--- src/rtl/unpk_pkg.sv ---
package unpk_pkg;
    localparam int DEF_CHANNELS = 32;
    localparam int DEF_WORD_W   = 32;
    localparam int DEF_LONG_W   = 12;
    localparam int DEF_SHORT_W  = 4;

    typedef enum logic [1:0] {
        ST_MASK = 2'd0,
        ST_DATA = 2'd1,
        ST_SKIP = 2'd2
    } frame_st_e;
endpackage

--- src/rtl/unpk_bitbuf.sv ---
module unpk_bitbuf #(
    parameter int WORD_W  = 32,
    parameter int BUF_W   = 64,
    parameter int FIELD_W = 12,
    parameter int LVL_W   = 7
) (
    input  logic              clk,
    input  logic              rst_n,
    input  logic              flush,
    input  logic              push,
    input  logic [WORD_W-1:0] push_word,
    input  logic              pop,
    input  logic [LVL_W-1:0]  pop_w,
    output logic [FIELD_W-1:0] window,
    output logic [LVL_W-1:0]  level
);
    typedef struct packed {
        logic [BUF_W-1:0] bits;
        logic [LVL_W-1:0] lvl;
    } buf_t;

    buf_t st_d, st_q;
    logic [LVL_W-1:0] pop_amt;
    logic [LVL_W-1:0] lvl_rest;

    always_comb begin
        pop_amt  = pop ? pop_w : '0;
        lvl_rest = st_q.lvl - pop_amt;
        st_d.bits = st_q.bits >> pop_amt;
        st_d.lvl  = lvl_rest;
        if (push) begin
            st_d.bits = st_d.bits | (BUF_W'(push_word) << lvl_rest);
            st_d.lvl  = lvl_rest + LVL_W'(WORD_W);
        end
        if (flush) begin
            st_d = '0;
        end
    end

    always_ff @(posedge clk) begin
        if (!rst_n) st_q <= '0;
        else        st_q <= st_d;
    end

    assign window = st_q.bits[FIELD_W-1:0];
    assign level  = st_q.lvl;

    // a word is appended only when it fits after this cycle's pop
    a_r8_no_overflow: assert property (@(posedge clk) disable iff (!rst_n)
        push |-> (st_q.lvl - pop_amt) <= LVL_W'(BUF_W - WORD_W));

    // a field is read only when all of its bits are present
    a_r2_no_underread: assert property (@(posedge clk) disable iff (!rst_n)
        pop |-> st_q.lvl >= pop_w);
endmodule

--- src/rtl/unpk_framer.sv ---
module unpk_framer
    import unpk_pkg::*;
#(
    parameter int CHANNELS = 32,
    parameter int WORD_W   = 32,
    parameter int LONG_W   = 12,
    parameter int SHORT_W  = 4,
    parameter int BUF_W    = 64,
    parameter int LVL_W    = 7,
    parameter int CHIDX_W  = 5,
    parameter int CHAN_W   = 6,
    parameter int WCNT_W   = 4
) (
    input  logic               clk,
    input  logic               rst_n,
    input  logic               in_valid,
    input  logic [WORD_W-1:0]  in_data,
    input  logic               in_last,
    input  logic [LVL_W-1:0]   level,
    input  logic [LONG_W-1:0]  window,
    input  logic               slot_free,
    output logic               in_ready,
    output logic               push,
    output logic               flush,
    output logic               pop,
    output logic [LVL_W-1:0]   pop_w,
    output logic               emit,
    output logic [LONG_W-1:0]  emit_sample,
    output logic [CHIDX_W-1:0] emit_chan,
    output logic               emit_last,
    output logic               err
);
    typedef struct packed {
        frame_st_e           st;
        logic [CHANNELS-1:0] mask;
        logic [CHAN_W-1:0]   chan;
        logic [WCNT_W-1:0]   words_left;
        logic                trunc;
        logic                skip_after;
        logic                err;
    } fr_t;

    fr_t st_d, st_q;
    logic             cur_long;
    logic [LVL_W-1:0] need_w;
    logic [LVL_W-1:0] pop_amt;
    logic             fits;
    logic             room;
    logic             accept;

    function automatic logic [WCNT_W-1:0] words_for(input logic [CHANNELS-1:0] m);
        int ones;
        int bits;
        ones = 0;
        for (int i = 0; i < CHANNELS; i++) begin
            ones = ones + int'(m[i]);
        end
        bits = CHANNELS * SHORT_W + ones * (LONG_W - SHORT_W);
        return WCNT_W'((bits + WORD_W - 1) / WORD_W);
    endfunction

    always_comb begin
        st_d     = st_q;
        cur_long = st_q.mask[st_q.chan[CHIDX_W-1:0]];
        need_w   = cur_long ? LVL_W'(LONG_W) : LVL_W'(SHORT_W);
        fits     = level >= need_w;
        pop      = (st_q.st == ST_DATA) && fits && slot_free;
        pop_amt  = pop ? need_w : '0;
        room     = (level - pop_amt) <= LVL_W'(BUF_W - WORD_W);
        flush    = 1'b0;

        case (st_q.st)
            ST_MASK: in_ready = 1'b1;
            ST_SKIP: in_ready = 1'b1;
            ST_DATA: in_ready = !st_q.trunc && (st_q.words_left != '0) && room;
            default: in_ready = 1'b0;
        endcase
        accept = in_valid && in_ready;
        push   = accept && (st_q.st == ST_DATA);

        case (st_q.st)
            ST_MASK: begin
                if (accept) begin
                    if (in_last) begin
                        st_d.err = 1'b1;
                    end else begin
                        st_d.mask       = in_data[CHANNELS-1:0];
                        st_d.chan       = '0;
                        st_d.words_left = words_for(in_data[CHANNELS-1:0]);
                        st_d.trunc      = 1'b0;
                        st_d.skip_after = 1'b0;
                        st_d.st         = ST_DATA;
                    end
                end
            end
            ST_DATA: begin
                if (pop) begin
                    st_d.chan = st_q.chan + CHAN_W'(1);
                end
                if (push) begin
                    st_d.words_left = st_q.words_left - WCNT_W'(1);
                    if (in_last && st_q.words_left != WCNT_W'(1)) begin
                        st_d.trunc = 1'b1;
                        st_d.err   = 1'b1;
                    end
                    if (!in_last && st_q.words_left == WCNT_W'(1)) begin
                        st_d.skip_after = 1'b1;
                        st_d.err        = 1'b1;
                    end
                end
                if (pop && st_q.chan == CHAN_W'(CHANNELS - 1)) begin
                    flush   = 1'b1;
                    st_d.st = st_q.skip_after ? ST_SKIP : ST_MASK;
                end else if (st_q.trunc && !fits) begin
                    flush   = 1'b1;
                    st_d.st = ST_MASK;
                end
            end
            ST_SKIP: begin
                if (accept && in_last) begin
                    st_d.st = ST_MASK;
                end
            end
            default: st_d.st = ST_MASK;
        endcase

        pop_w       = need_w;
        emit        = pop;
        emit_sample = cur_long ? window : {{(LONG_W-SHORT_W){1'b0}}, window[SHORT_W-1:0]};
        emit_chan   = st_q.chan[CHIDX_W-1:0];
        emit_last   = st_q.chan == CHAN_W'(CHANNELS - 1);
        err         = st_q.err;
    end

    always_ff @(posedge clk) begin
        if (!rst_n) begin
            st_q    <= '0;
            st_q.st <= ST_MASK;
        end else begin
            st_q <= st_d;
        end
    end

    // the malformed-bank flag never clears on its own
    a_r6_err_sticky: assert property (@(posedge clk) disable iff (!rst_n)
        st_q.err |=> st_q.err);

    // each emitted channel is followed by the next index
    a_r4_chan_step: assert property (@(posedge clk) disable iff (!rst_n)
        (pop && !emit_last) |=> st_q.chan == $past(st_q.chan) + CHAN_W'(1));

    // the bit buffer is empty whenever a mask word is expected
    a_r5_empty_at_mask: assert property (@(posedge clk) disable iff (!rst_n)
        (st_q.st == ST_MASK) |-> level == '0);
endmodule

--- src/rtl/unpk_outstage.sv ---
module unpk_outstage #(
    parameter int SAMPLE_W = 12,
    parameter int CHIDX_W  = 5,
    parameter int CHANNELS = 32
) (
    input  logic                clk,
    input  logic                rst_n,
    input  logic                emit,
    input  logic [SAMPLE_W-1:0] emit_sample,
    input  logic [CHIDX_W-1:0]  emit_chan,
    input  logic                emit_last,
    input  logic                out_ready,
    output logic                slot_free,
    output logic                out_valid,
    output logic [SAMPLE_W-1:0] out_sample,
    output logic [CHIDX_W-1:0]  out_chan,
    output logic                out_last
);
    typedef struct packed {
        logic                v;
        logic [SAMPLE_W-1:0] sample;
        logic [CHIDX_W-1:0]  chan;
        logic                last;
    } slot_t;

    slot_t st_d, st_q;

    always_comb begin
        slot_free = !st_q.v || out_ready;
        st_d      = st_q;
        if (slot_free) begin
            st_d.v      = emit;
            st_d.sample = emit_sample;
            st_d.chan   = emit_chan;
            st_d.last   = emit_last;
        end
    end

    always_ff @(posedge clk) begin
        if (!rst_n) st_q <= '0;
        else        st_q <= st_d;
    end

    assign out_valid  = st_q.v;
    assign out_sample = st_q.sample;
    assign out_chan   = st_q.chan;
    assign out_last   = st_q.last;

    // a stalled sample holds still
    a_r8_hold: assert property (@(posedge clk) disable iff (!rst_n)
        (out_valid && !out_ready) |=> (out_valid && $stable(out_sample) && $stable(out_chan)));

    // the decoder never emits into an occupied slot
    a_r8_no_clobber: assert property (@(posedge clk) disable iff (!rst_n)
        emit |-> slot_free);

    // the last flag only accompanies the top channel
    a_r4_last_top: assert property (@(posedge clk) disable iff (!rst_n)
        (out_valid && out_last) |-> out_chan == CHIDX_W'(CHANNELS - 1));
endmodule

--- src/rtl/adc_bank_unpacker.sv ---
module adc_bank_unpacker
    import unpk_pkg::*;
#(
    parameter int CHANNELS = DEF_CHANNELS,
    parameter int WORD_W   = DEF_WORD_W,
    parameter int LONG_W   = DEF_LONG_W,
    parameter int SHORT_W  = DEF_SHORT_W,
    localparam int CHIDX_W = $clog2(CHANNELS),
    localparam int CHAN_W  = CHIDX_W + 1,
    localparam int BUF_W   = 2 * WORD_W,
    localparam int LVL_W   = $clog2(BUF_W) + 1,
    localparam int MAXWRD  = (CHANNELS * LONG_W + WORD_W - 1) / WORD_W,
    localparam int WCNT_W  = $clog2(MAXWRD + 1)
) (
    input  logic               clk,
    input  logic               rst_n,
    input  logic               in_valid,
    output logic               in_ready,
    input  logic [WORD_W-1:0]  in_data,
    input  logic               in_last,
    output logic               out_valid,
    input  logic               out_ready,
    output logic [LONG_W-1:0]  out_sample,
    output logic [CHIDX_W-1:0] out_chan,
    output logic               out_last,
    output logic               bank_err
);
    logic               push, flush, pop, emit, emit_last, slot_free;
    logic [LVL_W-1:0]   pop_w, level;
    logic [LONG_W-1:0]  window, emit_sample;
    logic [CHIDX_W-1:0] emit_chan;

    unpk_bitbuf #(
        .WORD_W (WORD_W),
        .BUF_W  (BUF_W),
        .FIELD_W(LONG_W),
        .LVL_W  (LVL_W)
    ) u_buf (
        .clk      (clk),
        .rst_n    (rst_n),
        .flush    (flush),
        .push     (push),
        .push_word(in_data),
        .pop      (pop),
        .pop_w    (pop_w),
        .window   (window),
        .level    (level)
    );

    unpk_framer #(
        .CHANNELS(CHANNELS),
        .WORD_W  (WORD_W),
        .LONG_W  (LONG_W),
        .SHORT_W (SHORT_W),
        .BUF_W   (BUF_W),
        .LVL_W   (LVL_W),
        .CHIDX_W (CHIDX_W),
        .CHAN_W  (CHAN_W),
        .WCNT_W  (WCNT_W)
    ) u_framer (
        .clk        (clk),
        .rst_n      (rst_n),
        .in_valid   (in_valid),
        .in_data    (in_data),
        .in_last    (in_last),
        .level      (level),
        .window     (window),
        .slot_free  (slot_free),
        .in_ready   (in_ready),
        .push       (push),
        .flush      (flush),
        .pop        (pop),
        .pop_w      (pop_w),
        .emit       (emit),
        .emit_sample(emit_sample),
        .emit_chan  (emit_chan),
        .emit_last  (emit_last),
        .err        (bank_err)
    );

    unpk_outstage #(
        .SAMPLE_W(LONG_W),
        .CHIDX_W (CHIDX_W),
        .CHANNELS(CHANNELS)
    ) u_out (
        .clk        (clk),
        .rst_n      (rst_n),
        .emit       (emit),
        .emit_sample(emit_sample),
        .emit_chan  (emit_chan),
        .emit_last  (emit_last),
        .out_ready  (out_ready),
        .slot_free  (slot_free),
        .out_valid  (out_valid),
        .out_sample (out_sample),
        .out_chan   (out_chan),
        .out_last   (out_last)
    );
endmodule

--- config.mk ---
export PLATFORM = sky130hd
export DESIGN_NAME = adc_bank_unpacker
export DESIGN_NICKNAME = d
export VERILOG_FILES = /design/src/rtl/unpk_pkg.sv /design/src/rtl/unpk_bitbuf.sv /design/src/rtl/unpk_framer.sv /design/src/rtl/unpk_outstage.sv /design/src/rtl/adc_bank_unpacker.sv
export SDC_FILE = /design/constraint.sdc
export NUM_CORES = 1
export LEC_CHECK = 0
export CORE_MARGIN = 10
export CORE_UTILIZATION = 45
export CTS_CLUSTER_SIZE = 20
export DETAILED_ROUTE_END_ITERATION = 6
export PLACE_DENSITY_LB_ADDON = 0.2
export SLEW_MARGIN = 40
export SYNTH_ARGS = -nofsm -noshare
export SYNTH_HDL_FRONTEND = slang
export SYNTH_SLANG_ARGS = --single-unit
--- constraint.sdc ---
create_clock -name clk -period 7.3 [get_ports clk]
set_input_delay 1.825 -clock clk [delete_from_list [all_inputs] [get_ports clk]]
set_output_delay 1.825 -clock clk [all_outputs]
set_load 0.01 [all_outputs]
Yosys cells after proc, flatten, opt, wreduce, memory -nomap -nowiden
Index checks and enable logic that the tools add are counted.

word-level totals
  register bits = 137
  input port bits = 37
  output and inout port bits = 21

cells by class
  add/sub/neg operators = 39
  order comparisons = 3
  eq/ne operators = 15
  shift operators = 2
  muxes and demuxes = 23
  bitwise gates (word level) = 4
  reductions and logical operators = 29

operators by type and width
  cell                     number
  $add A29 B2 Y29          30
  $mux W71                 1
  $or A64 B64 Y64          1
  $shl A32 B7 Y64          1
  $shr A64 B7 Y64          1
  $mux W47                 1
  $mux W46                 1
  $add A32 B7 Y32 const B  1
  $add A9 B32 Y32 const A  1
  $sub A32 B2 Y32 const B  1
  $pmux W13 S2             1
  $reduce_and A5 Y1        3
  $mux W7                  2
  $mux W12                 1
  $reduce_and A4 Y1        3
  $logic_and A1 B1 Y1      11
  $mux W2                  5
  $ne A2 B2 Y1 const B     5
  $add A7 B6 Y7 const B    1
  $ge A7 B7 Y1             1
  $le A7 B6 Y1 const B     1
  $sub A7 B7 Y7            1
  $add A6 B1 Y6 const B    1
  $eq A6 B5 Y1 const B     1
  other kinds (26)         39

Longest topological paths before layout
Gate-level depths: netlist (run 1).

  word-level depth = 40
  mapped depth = 28
  mapped depth without buffers = 21

Hierarchy
A second synthesis (run 1) with hierarchy kept.

unflattened totals
  cell total of the unflattened synthesis = 1456
  area total of the unflattened synthesis = 13217.7 sq um

by module, submodules not included
  module         instances  cells each  area each (sq um)
  unpk_bitbuf    1          981         8927.3
  unpk_framer    1          393         3502.1
  unpk_outstage  1          82          788.3

Least setup slack after synthesis (run 1)
Ideal clock, no wire load.

  kind = input to register
  start point = input in_data[0]
  end point = register u_framer.st_q[5] (netlist bit)
  setup time = 101 ps
  arrival = 7013 ps
  data required time = 7199 ps
  path slack = 186 ps
  stages on the path = 17
  buffers on the path = 0
  cell sequence = ha_1 -> inv_1 -> fa_1 -> fa_1 -> fa_1 -> fa_1 -> fa_1 -> fa_1 -> fa_1 -> fa_1 -> xnor2_1 -> nand2_1 -> or3_1 -> a21oi_1 -> nand4b_1 -> xor2_1 -> o41ai_1

between the ends
  word-level cells in the longest chain between the ends = 40

RTL lines
  item                             line                     text
  start, declared                  adc_bank_unpacker.sv:19  input logic [WORD_W-1:0] in_data,
  $add A1 B1 Y2 *                  unpk_framer.sv:56        ones = ones + int'(m[i]);
  $add A29 B2 Y29 * (30 in a row)  unpk_framer.sv:56
  $add A9 B32 Y32 *                unpk_framer.sv:58        bits = CHANNELS * SHORT_W + ones * (LONG_W - SHORT_W);
  $add A32 B7 Y32 *                unpk_framer.sv:59        return WCNT_W'((bits + WORD_W - 1) / WORD_W);
  $sub A32 B2 Y32 *                unpk_framer.sv:59
  $reduce_or A5 Y1 (no line)       n/a
  $and A1 B1 Y1 (no line)          n/a
  $add A4 B1 Y4 (no line) *        n/a
  $mux W46 *                       unpk_framer.sv:84        if (in_last) begin
  $mux W47 *                       unpk_framer.sv:83        if (accept) begin
  $pmux W13 S2 *                   unpk_framer.sv:81        case (st_q.st)
  end signal, assigned             unpk_framer.sv:140       st_q <= st_d;
  end, declared                    unpk_framer.sv:43        fr_t st_d, st_q;

Every way passes the cells marked *; elsewhere a longest branch is shown, timed or not. The select of a mux whose other input is x is not followed.
A chain may end at the register's enable or synchronous reset.

Worst setup path in the final report (run 1)
Ends and elaborated chain as after synthesis.

==> impl_results.md, run 1 <==
* NumNets Final at 1200
* Via density at between 5 and 6
* Clock slew at reported path FFs at roughly 0.070 ns
* H-tree depth at 4
* DRT iter0 DRCs at around 850
* Largest net degree at the start of global routing at around 90
* Sink Count at 135
* Worst-margin pin slew at 0.8109 ns
* Die ar. at 0.02606 mm²
* Fmax at ~140 MHz
* Main area contributors after synthesis: dfxtp_1 (30%), mux2i_1 (10%), nand2_1 (6.3%)
* DR vias at a little under 8000
* Starting Density at 45.95%
* Synth Warn # at 0
* Met2 WL post-DR at about 12 mm
* TritonCTS buffer count at 17
* Final ANT Viol Nets at 0
* Syn Area/Cell at around 8.4 µm²
* Placed Area at approximately 0.0099 mm²
* Post-CTS Hold Buffers at 0
* Clock root cell: clkbuf_16
* Routability-driven placement congestion ratio at slightly above 0.9
* Top cell types by occurrence after synthesis: nand2_1 (151), dfxtp_1 (135), mux2i_1 (91)
* Layout cell share with drive strength beyond 1 at around 13%
* Worst hold path endpoint: u_out.out_sample[2]
* Residual DRC count at 0
* Total wire length at approximately 27 mm
* Metal-1 WL at between 10 and 15 mm
* First-pass DRT Iterations at 5
* Unrepaired setup endpoints after global routing: no
* Pleak at approximately 0.0042 µW
* Yosys top cell by area: dfxtp_1
* Syn nets at around 1200
* Initial antenna violation count at 0
* Number of synthesized flops with an enable pin at 0
* Placed Cells at between 1000 and 1500
* Worst min-delay path class: flip-flop to flip-flop
* CP endpoint kind: flip-flop
* CTS tree: built
* #FFs+latches synth at roughly 140
* CP required at around 7.6 ns
* Most common cell in the netlist: nand2_1
* Status: finished, final reports clean
* Layout area overhead at 16.53%
* WS Path Type: primary input to flip-flop
* Number of global-route vias before repair at around 7500
* Syn Std Cell Area at approximately 0.0090 mm²
* Final period util at a little over nine tenths
* Wire per inst at roughly 19 µm
* RR Endpoint: u_buf.st_q[67]
* Inserted Diodes at 0
* Critical path fanouts, max at 2
* GRT overflow at 0
* Post-Syn Instances at around 1100
* R2R Setup Slk at around 1.7 ns
* Max-Cap Viols at 0
* Post-synth ARST share at 0%
* Clk Latency, worst-skew pair at around 0.44 ns
* Worst VDD drop at 0.3742 mV
* R2r worst-path depth at 19
* DIE HEIGHT at approximately 160 µm
* RR Startpoint: u_framer.emit_chan[1]
* Min-delay src: u_buf.window[2]
* Uppermost routed layer: met4
* Final worst path period need at slightly above 7 ns
* Core area at 0.01959 mm²
* Relative slew margins at a little under half
* Total power at between 4000 and 5000 µW
* Die width at about 160 µm
* Std-Cell Rows at between 50 and 60
* Top FF cell, synth: dfxtp_1
* DP HPWL at approximately 19 mm
* Yosys top cell area share at 30.03%
* Seq/Total Area, Yosys at 30.03%
* I/O pin count at just under 60
* WHS Path Cells at 2
* IO Port Bufs at 57
* Final Hold Vio Count at 0
* Non-Filler Instances at around 1400
* Clock Tree Buf Depth at 2
* Power Dens Cells at 386.3 mW/mm²
* First-pass GRT wire length at 42.33 mm
* CP Launch Type: primary input
* Overall routing resource usage at 20.08%
* Clock Skew at ~0.014 ns
* Critical path arrival at about 7.4 ns
* Cell variety after synth at 71
* Fin area at around 0.010 mm²
* Met3 WL at around 1.9 mm
* Max Transition Viols Final at 0
* Setup violators final at 0
[stage by stage]
stage | setup WS (ns) | TNS (ns) | hold slack [ns] | util [%]
after floorplan | 0.1861 | 0 | 0.4357 | -
after global placement | -0.2556 | -0.4589 | 0.4459 | 50.35
after detailed placement | -0.3658 | -0.7684 | 0.4466 | 50.43
after CTS | 0.06207 | 0 | 0.4565 | 53.35
after global routing | 0.01157 | 0 | 0.4779 | 53.54
final | 0.2592 | 0 | 0.4562 | 53.54
[registers in the layout, summed over array words and instances (netlist names)]
register / cells
u_framer.err: 1
u_framer.st_q: 41
u_out.out_valid: 1
u_buf.window: 12
u_buf.st_q: 52
u_out.out_chan: 5
u_framer.emit_chan: 5
u_out.out_sample: 12
u_out.out_last: 1
u_buf.level: 5
[power breakdown]
part	total (µW)	internal, µW	switching [µW]
sequential	834	789	44.5
combinational	2400	1070	1330
clock	820	452	368
[final cells by class]
class | instances | area, µm²
flip-flops and latches | 135 | 2703
repair buffers | 110 | 970.9
clock inverters | 14 | 115.1
well taps | 265 | 331.6
inverters | 54 | 207.7
repair inverters | 1 | 5.005
fillers | 1884 | 9101
multi-input cells | 801 | 5717
clock buffers | 18 | 439.2
[critical path, stage by stage]
cell and delay, ns:
clkdlybuf4s50_1 0.42, ha_1 0.29, inv_1 0.07, fa_1 0.42, fa_1 0.51, fa_1 0.43
fa_1 0.51, fa_1 0.43, fa_1 0.49, fa_2 0.39, fa_2 0.40, xnor2_2 0.16
nand2_1 0.08, or3_1 0.30, a21oi_1 0.12, nand4b_1 0.13, xor2_1 0.08, o41ai_1 0.28
[placed cells by master (no fill, tap or decap), types with 10 or more instances in the layout]
cell type	netlist	routed
a21boi_0	40	40
a21oi_1	54	53
a22oi_1	11	11
and2_1	12	12
buf_4	6	51
clkbuf_16	0	17
clkdlybuf4s50_1	0	56
dfxtp_1	135	135
fa_1	25	22
ha_1	18	17
inv_1	51	51
mux2i_1	91	91
nand2_1	151	150
nand3_1	38	38
nor2_1	54	53
nor2b_1	13	13
nor3_1	13	13
o21ai_0	56	56
o21ai_1	47	46
o21ai_2	10	10
o22ai_1	10	10
o22ai_2	10	10
o311ai_1	12	12
or3_1	14	14
[worst max-delay path by stage]
stage                                startpoint               end  slack [ns]  cells after the start
final                                in_data[0]  u_framer.st_q[5]        0.26                     18
after global routing                 in_data[0]  u_framer.st_q[5]        0.01                     18
after CTS                 u_framer.emit_chan[1]          in_ready        0.06                     19
after detailed placement             in_data[0]  u_framer.st_q[5]       -0.37                     18
after global placement               in_data[0]  u_framer.st_q[5]       -0.26                     18
after floorplan                      in_data[0]  u_framer.st_q[5]        0.19                     17
[cell families after synthesis]
kind of cell | Yosys count | synth area share, %
AND/OR/NAND/NOR | 335 | 17.57
AO/OA/AOI/OAI | 299 | 21.88
buffers and inverters | 140 | 7.312
multiplexers | 110 | 13.62
adder cells (fa/ha/maj) | 43 | 8.062
flip-flops | 135 | 30.02
XOR/XNOR | 14 | 1.529
[timing repair]
action | in CTS | in global routing
resized for setup | 2 | 6
pin swaps | 1 | 10
cloned | 0 | 1
hold endpoints to repair | 0 | 0
setup endpoints to repair | 1 | 3
setup buffers | 1 | 1
[metal layers]
metal,vias to the layer above,GRT usage (%)
met1,3739,28.28
met3,36,4.448
li1,3895,-
met2,270,29.91
met5,-,0
met4,0,5.997
Power figures use the tool's default switching activity.
==> inputs of run 2 (changes only) <==
- CAP_MARGIN: default -> 0
- CELL_PAD_IN_SITES_DETAIL_PLACEMENT: default -> 1
- CELL_PAD_IN_SITES_GLOBAL_PLACEMENT: default -> 1
- CORE_UTILIZATION: 45 -> 41
==> run 2 against run 1 <==
Effect of this change:
- total power increased by 4.5%
- sequential share of layout area down 0.28 points
- largest power group unchanged
- clock power up 14%
- cell count is 1.0% higher
- register-to-register slack about the same
- non-clock buffer count is the same
- wire length increased by 13%
- global-route usage grew 0.76 points
- critical path type unchanged
- clock-buffer cell count did not move
==> impl_results.md, run 2 (synthesis results as in run 1) <==
* Largest regs: u_buf.st_q (52), u_framer.st_q (41)
* CP required at about 7.6 ns
* Power Dens Cells at approximately 400 mW/mm²
* Total power at about 4200 µW
* WHS at 0.4591 ns
* Max reg flops at 52
* IO Port Bufs at 57
* Status: finished, final reports clean
* Worst path bufs/invs at 2
* Core area at around 0.022 mm²
* Top reg by flops: u_buf.st_q
* Starting Density at about 42%
* Most frequent cells in the layout: nand2_1 (150), dfxtp_1 (135), mux2i_1 (91), o21ai_0 (55), nor2_1 (53)
* Pleak at 0.004275 µW
* Slowest stage delay, CP at around 0.53 ns
* DR vias at between 8000 and 9000
* TritonCTS buffer count at 17
* Final worst path period need at slightly above 7 ns
* Critical path fanouts, max at 3
* Clock Skew at around 0.013 ns
* Crit-path leading delay family: adder cells
* Layout cell share with drive strength beyond 1 at between 10% and 20%
* Via density at between 5 and 6
* Min-delay src: u_out.out_chan[1]
* Fill cell count at 2545
* Worst path most repeated cell: fa_1
* Unrepaired setup endpoints after global routing: no
* Total wire length at approximately 30 mm
* I/O pin count at 58
* Final ANT Viol Nets at 0
* Critical path, cell by cell: clkdlybuf4s50_1, inv_1, fa_1, fa_1, fa_1, fa_1, fa_1, fa_1, fa_2, fa_2, xnor2_2, nand2_1, or3_1, a21oi_2, nand4b_1, xor2_1, o41ai_1
* Worst-margin pin slew at approximately 0.84 ns
* H-tree depth at 4
* Layout area overhead at 17.81%
* Critical-path top delay cell: fa_1
* Worst VDD drop at slightly below 0.8 mV
* Setup violators final at 0
* WS Path Type: primary input to flip-flop
* Number of global-route vias before repair at between 8000 and 9000
* WHS Path Cells at 2
* Std-Cell Rows at 54
* Worst hold path endpoint: u_out.out_chan[1]
* Multi-input gate area at 0.005723 mm²
* Sink Count at ~140
* Final Hold Vio Count at 0
* NumNets Final at around 1200
* Inserted Diodes at 0
* CP endpoint kind: flip-flop
* Critical path arrival at around 7.4 ns
* Clock root cell: clkbuf_16
* Register Area at ~0.0027 mm²
* Initial antenna violation count at 0
* DRT iter0 DRCs at 611
* Routability-driven placement congestion ratio at 0.8406
* Commonest non-fill, non-tap cell in the layout: nand2_1
* DP HPWL at 21.73 mm
* Die ar. at 0.02828 mm²
* First-pass GRT wire length at ~48 mm
* RR Startpoint: u_framer.emit_chan[1]
* Fmax at between 100 and 150 MHz
* Largest net degree at the start of global routing at a little under 70
* RR Endpoint: u_buf.st_q[68]
* R2r worst-path depth at 19
* GRT overflow at 0
* CTS tree: built
* Clock slew at reported path FFs at 0.06 ns
* Worst min-delay path class: flip-flop to flip-flop
* R2R Setup Slk at roughly 1.7 ns
* Relative slew margins at 44.30%
* Wire per inst at 21.24 µm
* Final period util at 96.46%
* Post-CTS Hold Buffers at 0
* DIE HEIGHT at approximately 170 µm
* Die width at 168.2 µm
* Residual DRC count at 0
* Clock Tree Buf Depth at 2
* Max Transition Viols Final at 0
* Max-Cap Viols at 0
* Overall routing resource usage at 20.84%
* First-pass DRT Iterations at 5
* CP Launch Type: primary input
* Clk Latency, worst-skew pair at ~0.42 ns
* Post-Route Setup TNS at 0 ns
[run 2: how the worst max path moves through the flow]
stage,startpoint,endpoint,slack (ns),depth (start not counted)
floorplan,in_data[0],u_framer.st_q[5],0.19,17
global placement,in_data[1],u_framer.st_q[5],-0.30,18
detailed placement,in_data[0],u_framer.st_q[5],-0.49,18
CTS,u_framer.emit_chan[1],in_ready,0.007,19
global route,in_data[22],u_framer.st_q[5],0.02,19
finish,in_data[4],u_framer.st_q[5],0.26,17
[run 2: final cells by class]
| class | count | share of cell area (%) |
|---|---|---|
| clock inverter | 14 | 1.853 |
| inverter | 54 | 1.959 |
| tap | 280 | 3.304 |
| sequential | 135 | 25.49 |
| timing repair buffer | 110 | 9.286 |
| multi-input combinational | 801 | 53.97 |
| clock buffer | 18 | 4.142 |
[run 2: what timing repair did]
item,in CTS,in global routing
endpoints found under the setup margin,2,3
gates resized for setup,2,18
pin swaps,0,13
hold endpoints to repair,0,0
setup buffers,0,3
[run 2: metal layers]
layer	track usage [%]	share of wire, %	vias up
met5	0	0	-
met3	3.795	5.2	23
met4	4.391	1.2	0
met2	33.29	47	236
li1	-	-	3881
met1	28.63	46	4037
[run 2: worst register-to-register path: cells and delay by family (launching register included)]
family	cells	cell delay (ns)
buffers and inverters	3	0.80
AND/OR/NAND/NOR	7	0.97
adder cells (fa/ha/maj)	2	0.81
AO/OA/AOI/OAI	4	1.35
multiplexers	3	1.14
flip-flops	1	0.40
[run 2: where the power goes]
| group | total (µW) | switching [µW] | internal (µW) |
|---|---|---|---|
| sequential | 839 | 50.2 | 789 |
| clock | 937 | 353 | 584 |
| combinational | 2460 | 1390 | 1070 |
| total | 4230 | 1790 | 2440 |
[run 2: stage by stage]
step                cells  setup slack (ns)  area [µm²]  util (%)
floorplan            1076            0.1861        9001         -
global placement     1377           -0.3044        9876     45.53
detailed placement   1377           -0.4903        9876     45.53
CTS                  1409          0.006647       10520     48.49
global route         1412           0.02211       10600     48.89
finish               1412            0.2583       10600     48.89
==> inputs of run 3 (changes only) <==
- GPL_ROUTABILITY_DRIVEN: default -> 0
==> run 3 against run 2 <==
Effect of this change:
- cell area down 0.39%
- non-clock buffer count unchanged
- combinational power about the same
- critical path depth up 2
- via count down 0.70%
- worst hold slack better by 0.0039 ns
- cell count unchanged
- register-to-register slack worse by 0.10 ns
- setup slack worse by 0.095 ns
- critical endpoint unchanged
==> impl_results.md, run 3 (synthesis results as in run 1) <==
* Status: finished, final reports clean
* Most Crowded Layer GR: met2
* Clk Latency, worst-skew pair at 0.43 ns
* Final ANT Viol Nets at 0
* Unrepaired setup endpoints after global routing: yes
* Final period util at 97.77%
* Worst-margin pin slew at 0.8507 ns
* Max-Cap Viols at 0
* CP Launch Type: primary input
* Min-delay src: u_out.out_chan[0]
* R2R Setup Slk at 1.60 ns
* Worst setup margin at ~0.16 ns
* Most frequent cells in the layout: nand2_1 (150), dfxtp_1 (135), mux2i_1 (91), clkdlybuf4s50_1 (56), o21ai_0 (55)
* Int Pwr at around 2400 µW
* Total power at about 4200 µW
* Clock Tree Buf Depth at 2
* Critical path, cell by cell: clkdlybuf4s50_1, ha_1, inv_1, fa_1, fa_1, fa_1, fa_1, fa_1, fa_1, fa_2, fa_2, buf_4, inv_1, o21ai_0, nor4b_1, o21ai_0, nand4b_1, xor2_1, o41ai_2
* CTS tree: built
* IO Port Bufs at 57
* CP endpoint kind: flip-flop
* Slowest stage delay, CP at around 0.53 ns
* First-pass GRT wire length at approximately 47 mm
* Sink Count at 135
* Std-Cell Rows at 54
* Setup violators final at 0
* Fmax at between 100 and 150 MHz
* Critical-path top delay cell: fa_1
* Crit path to: u_framer.st_q[5]
* Core area at approximately 0.022 mm²
* Pleak at roughly 0.0042 µW
* Critical path fanouts, max at 2
* Final worst path period need at between 7 and 8 ns
* Max reg flops at 52
* Max Transition Viols Final at 0
* Fill cell count at 2538
* Residual DRC count at 0
* Placed Cells at about 1400
* Via density at 5.751
* Clock root cell: clkbuf_16
* Critical path arrival at ~7.4 ns
* NumNets Final at around 1200
* Largest regs: u_buf.st_q (52), u_framer.st_q (41)
* Critical Path Start: in_data[0]
* DRT iter0 DRCs at around 640
* Sw Share at between 40% and 50%
* H-tree depth at 4
* Register Area at 0.002703 mm²
* Multi-input gate area at about 0.0057 mm²
* I/O pin count at 58
* DP HPWL at 21.63 mm
* Number of global-route vias before repair at 8300
* GRT overflow at 0
* First-pass DRT Iterations at 5
* Layout Utilization at 48.70%
* RR Endpoint: u_buf.st_q[54]
* Relative slew margins at between 40% and 50%
* Layout area overhead at 17.35%
* Total wire length at ~30 mm
* RR Startpoint: u_framer.emit_chan[1]
* Met1 Use GR at between 20% and 30%
* Wire per inst at approximately 21 µm
* CP required at roughly 7.6 ns
* Starting Density at between 40 and 50%
* NetSw at 1812 µW
* Commonest non-fill, non-tap cell in the layout: nand2_1
* Post-place setup slack at -0.5379 ns
* Worst VDD drop at 0.6419 mV
* Flop pwr share at between 15 and 20%
* DIE HEIGHT at ~170 µm
* Final Hold Vio Count at 0
* Clock slew at reported path FFs at 0.06 ns
* Met3 Use GR at roughly 5%
* Die width at 168.2 µm
* Layout cell share with drive strength beyond 1 at about an eighth
* Worst path most repeated cell: fa_1
* Worst min-delay path class: flip-flop to flip-flop
* Top reg by flops: u_buf.st_q
* Post-Route Setup TNS at 0 ns
* TritonCTS buffer count at 17
* Overall routing resource usage at 20.85%
* Clock group share of total power at between 20% and 30%
* WS Path Type: primary input to flip-flop
* Power Dens Cells at ~400 mW/mm²
* Largest net degree at the start of global routing at 67
* Non-Filler Instances at approximately 1400
* R2r worst-path depth at 21
* Logic gate share of total power at 58.6%
* Inserted Diodes at 0
* GRT met2 Usage at about 33%
* WHS Path Cells at 2
* DR vias at roughly 8000
* Initial antenna violation count at 0
* Clock Skew at 0.01033 ns
* Die ar. at about 0.028 mm²
[run 3: cell types whose count changed in the layout (fill, tap and decap cells not counted), sizes merged]
| cell | change |
|---|---|
| clkinvlp | -1 |
| clkbuf | +1 |
| inv | +1 |
| bufinv | -1 |
| dlymetal6s2s | -7 |
| clkdlybuf4s50 | +7 |
[run 3: final cells by class]
class	count	share of cell area (%)
Timing Repair Buffer	110	9.121
Sequential cell	135	25.59
Clock inverter	13	1.587
Tap cell	280	3.317
Clock buffer	19	4.288
Multi-Input combinational cell	801	54.13
Inverter	54	1.966
[run 3: metal layers]
layer / wire, µm / share of wire [%]
met3: 1697 / 5.7
met5: 0 / 0
met1: 13790 / 46
met2: 13690 / 46
met4: 634 / 2.1
[run 3: power groups by stage]
stage               combinational (µW)  clock [µW]  sequential, µW
CTS                               2410         928             836
finish                            2480         916             838
floorplan                         1550           0             836
global placement                  2260           0             851
global route                      2720         967             844
detailed placement                2370           0             852
[run 3: per-stage QoR]
step           hold WS [ns]  instance area, µm²
2_1_floorplan        0.4357                9001
3_3_place_gp         0.4460                9883
3_5_place_dp         0.4576                9883
4_1_cts              0.4665               10520
5_1_grt              0.4826               10560
6_report             0.4630               10560
[run 3: what timing repair did]
action                     CTS  global route
cloned                       0             0
hold buffers                 0             0
gates resized for setup      3             6
setup endpoints to repair    2             4
hold endpoints to repair     0             0
pin swaps                    0             6
buffers inserted             0             2
[run 3: critical path, delay by kind of cell]
kind / cells / cell delay, ns
fa+ha+maj: 9 / 3.90
buf+inv: 4 / 0.73
simple gates: 2 / 0.46
compound gates: 3 / 0.32
xor+xnor: 1 / 0.19
[run 3: how the worst min path moves through the flow]
| stage | end | slack [ns] |
|---|---|---|
| after CTS | u_framer.st_q[16] | 0.47 |
| after global placement | u_out.out_sample[2] | 0.45 |
| final | u_out.out_chan[0] | 0.46 |
| after floorplan | u_out.out_sample[0] | 0.44 |
| after global routing | u_out.out_sample[0] | 0.48 |
| after detailed placement | u_framer.st_q[16] | 0.46 |
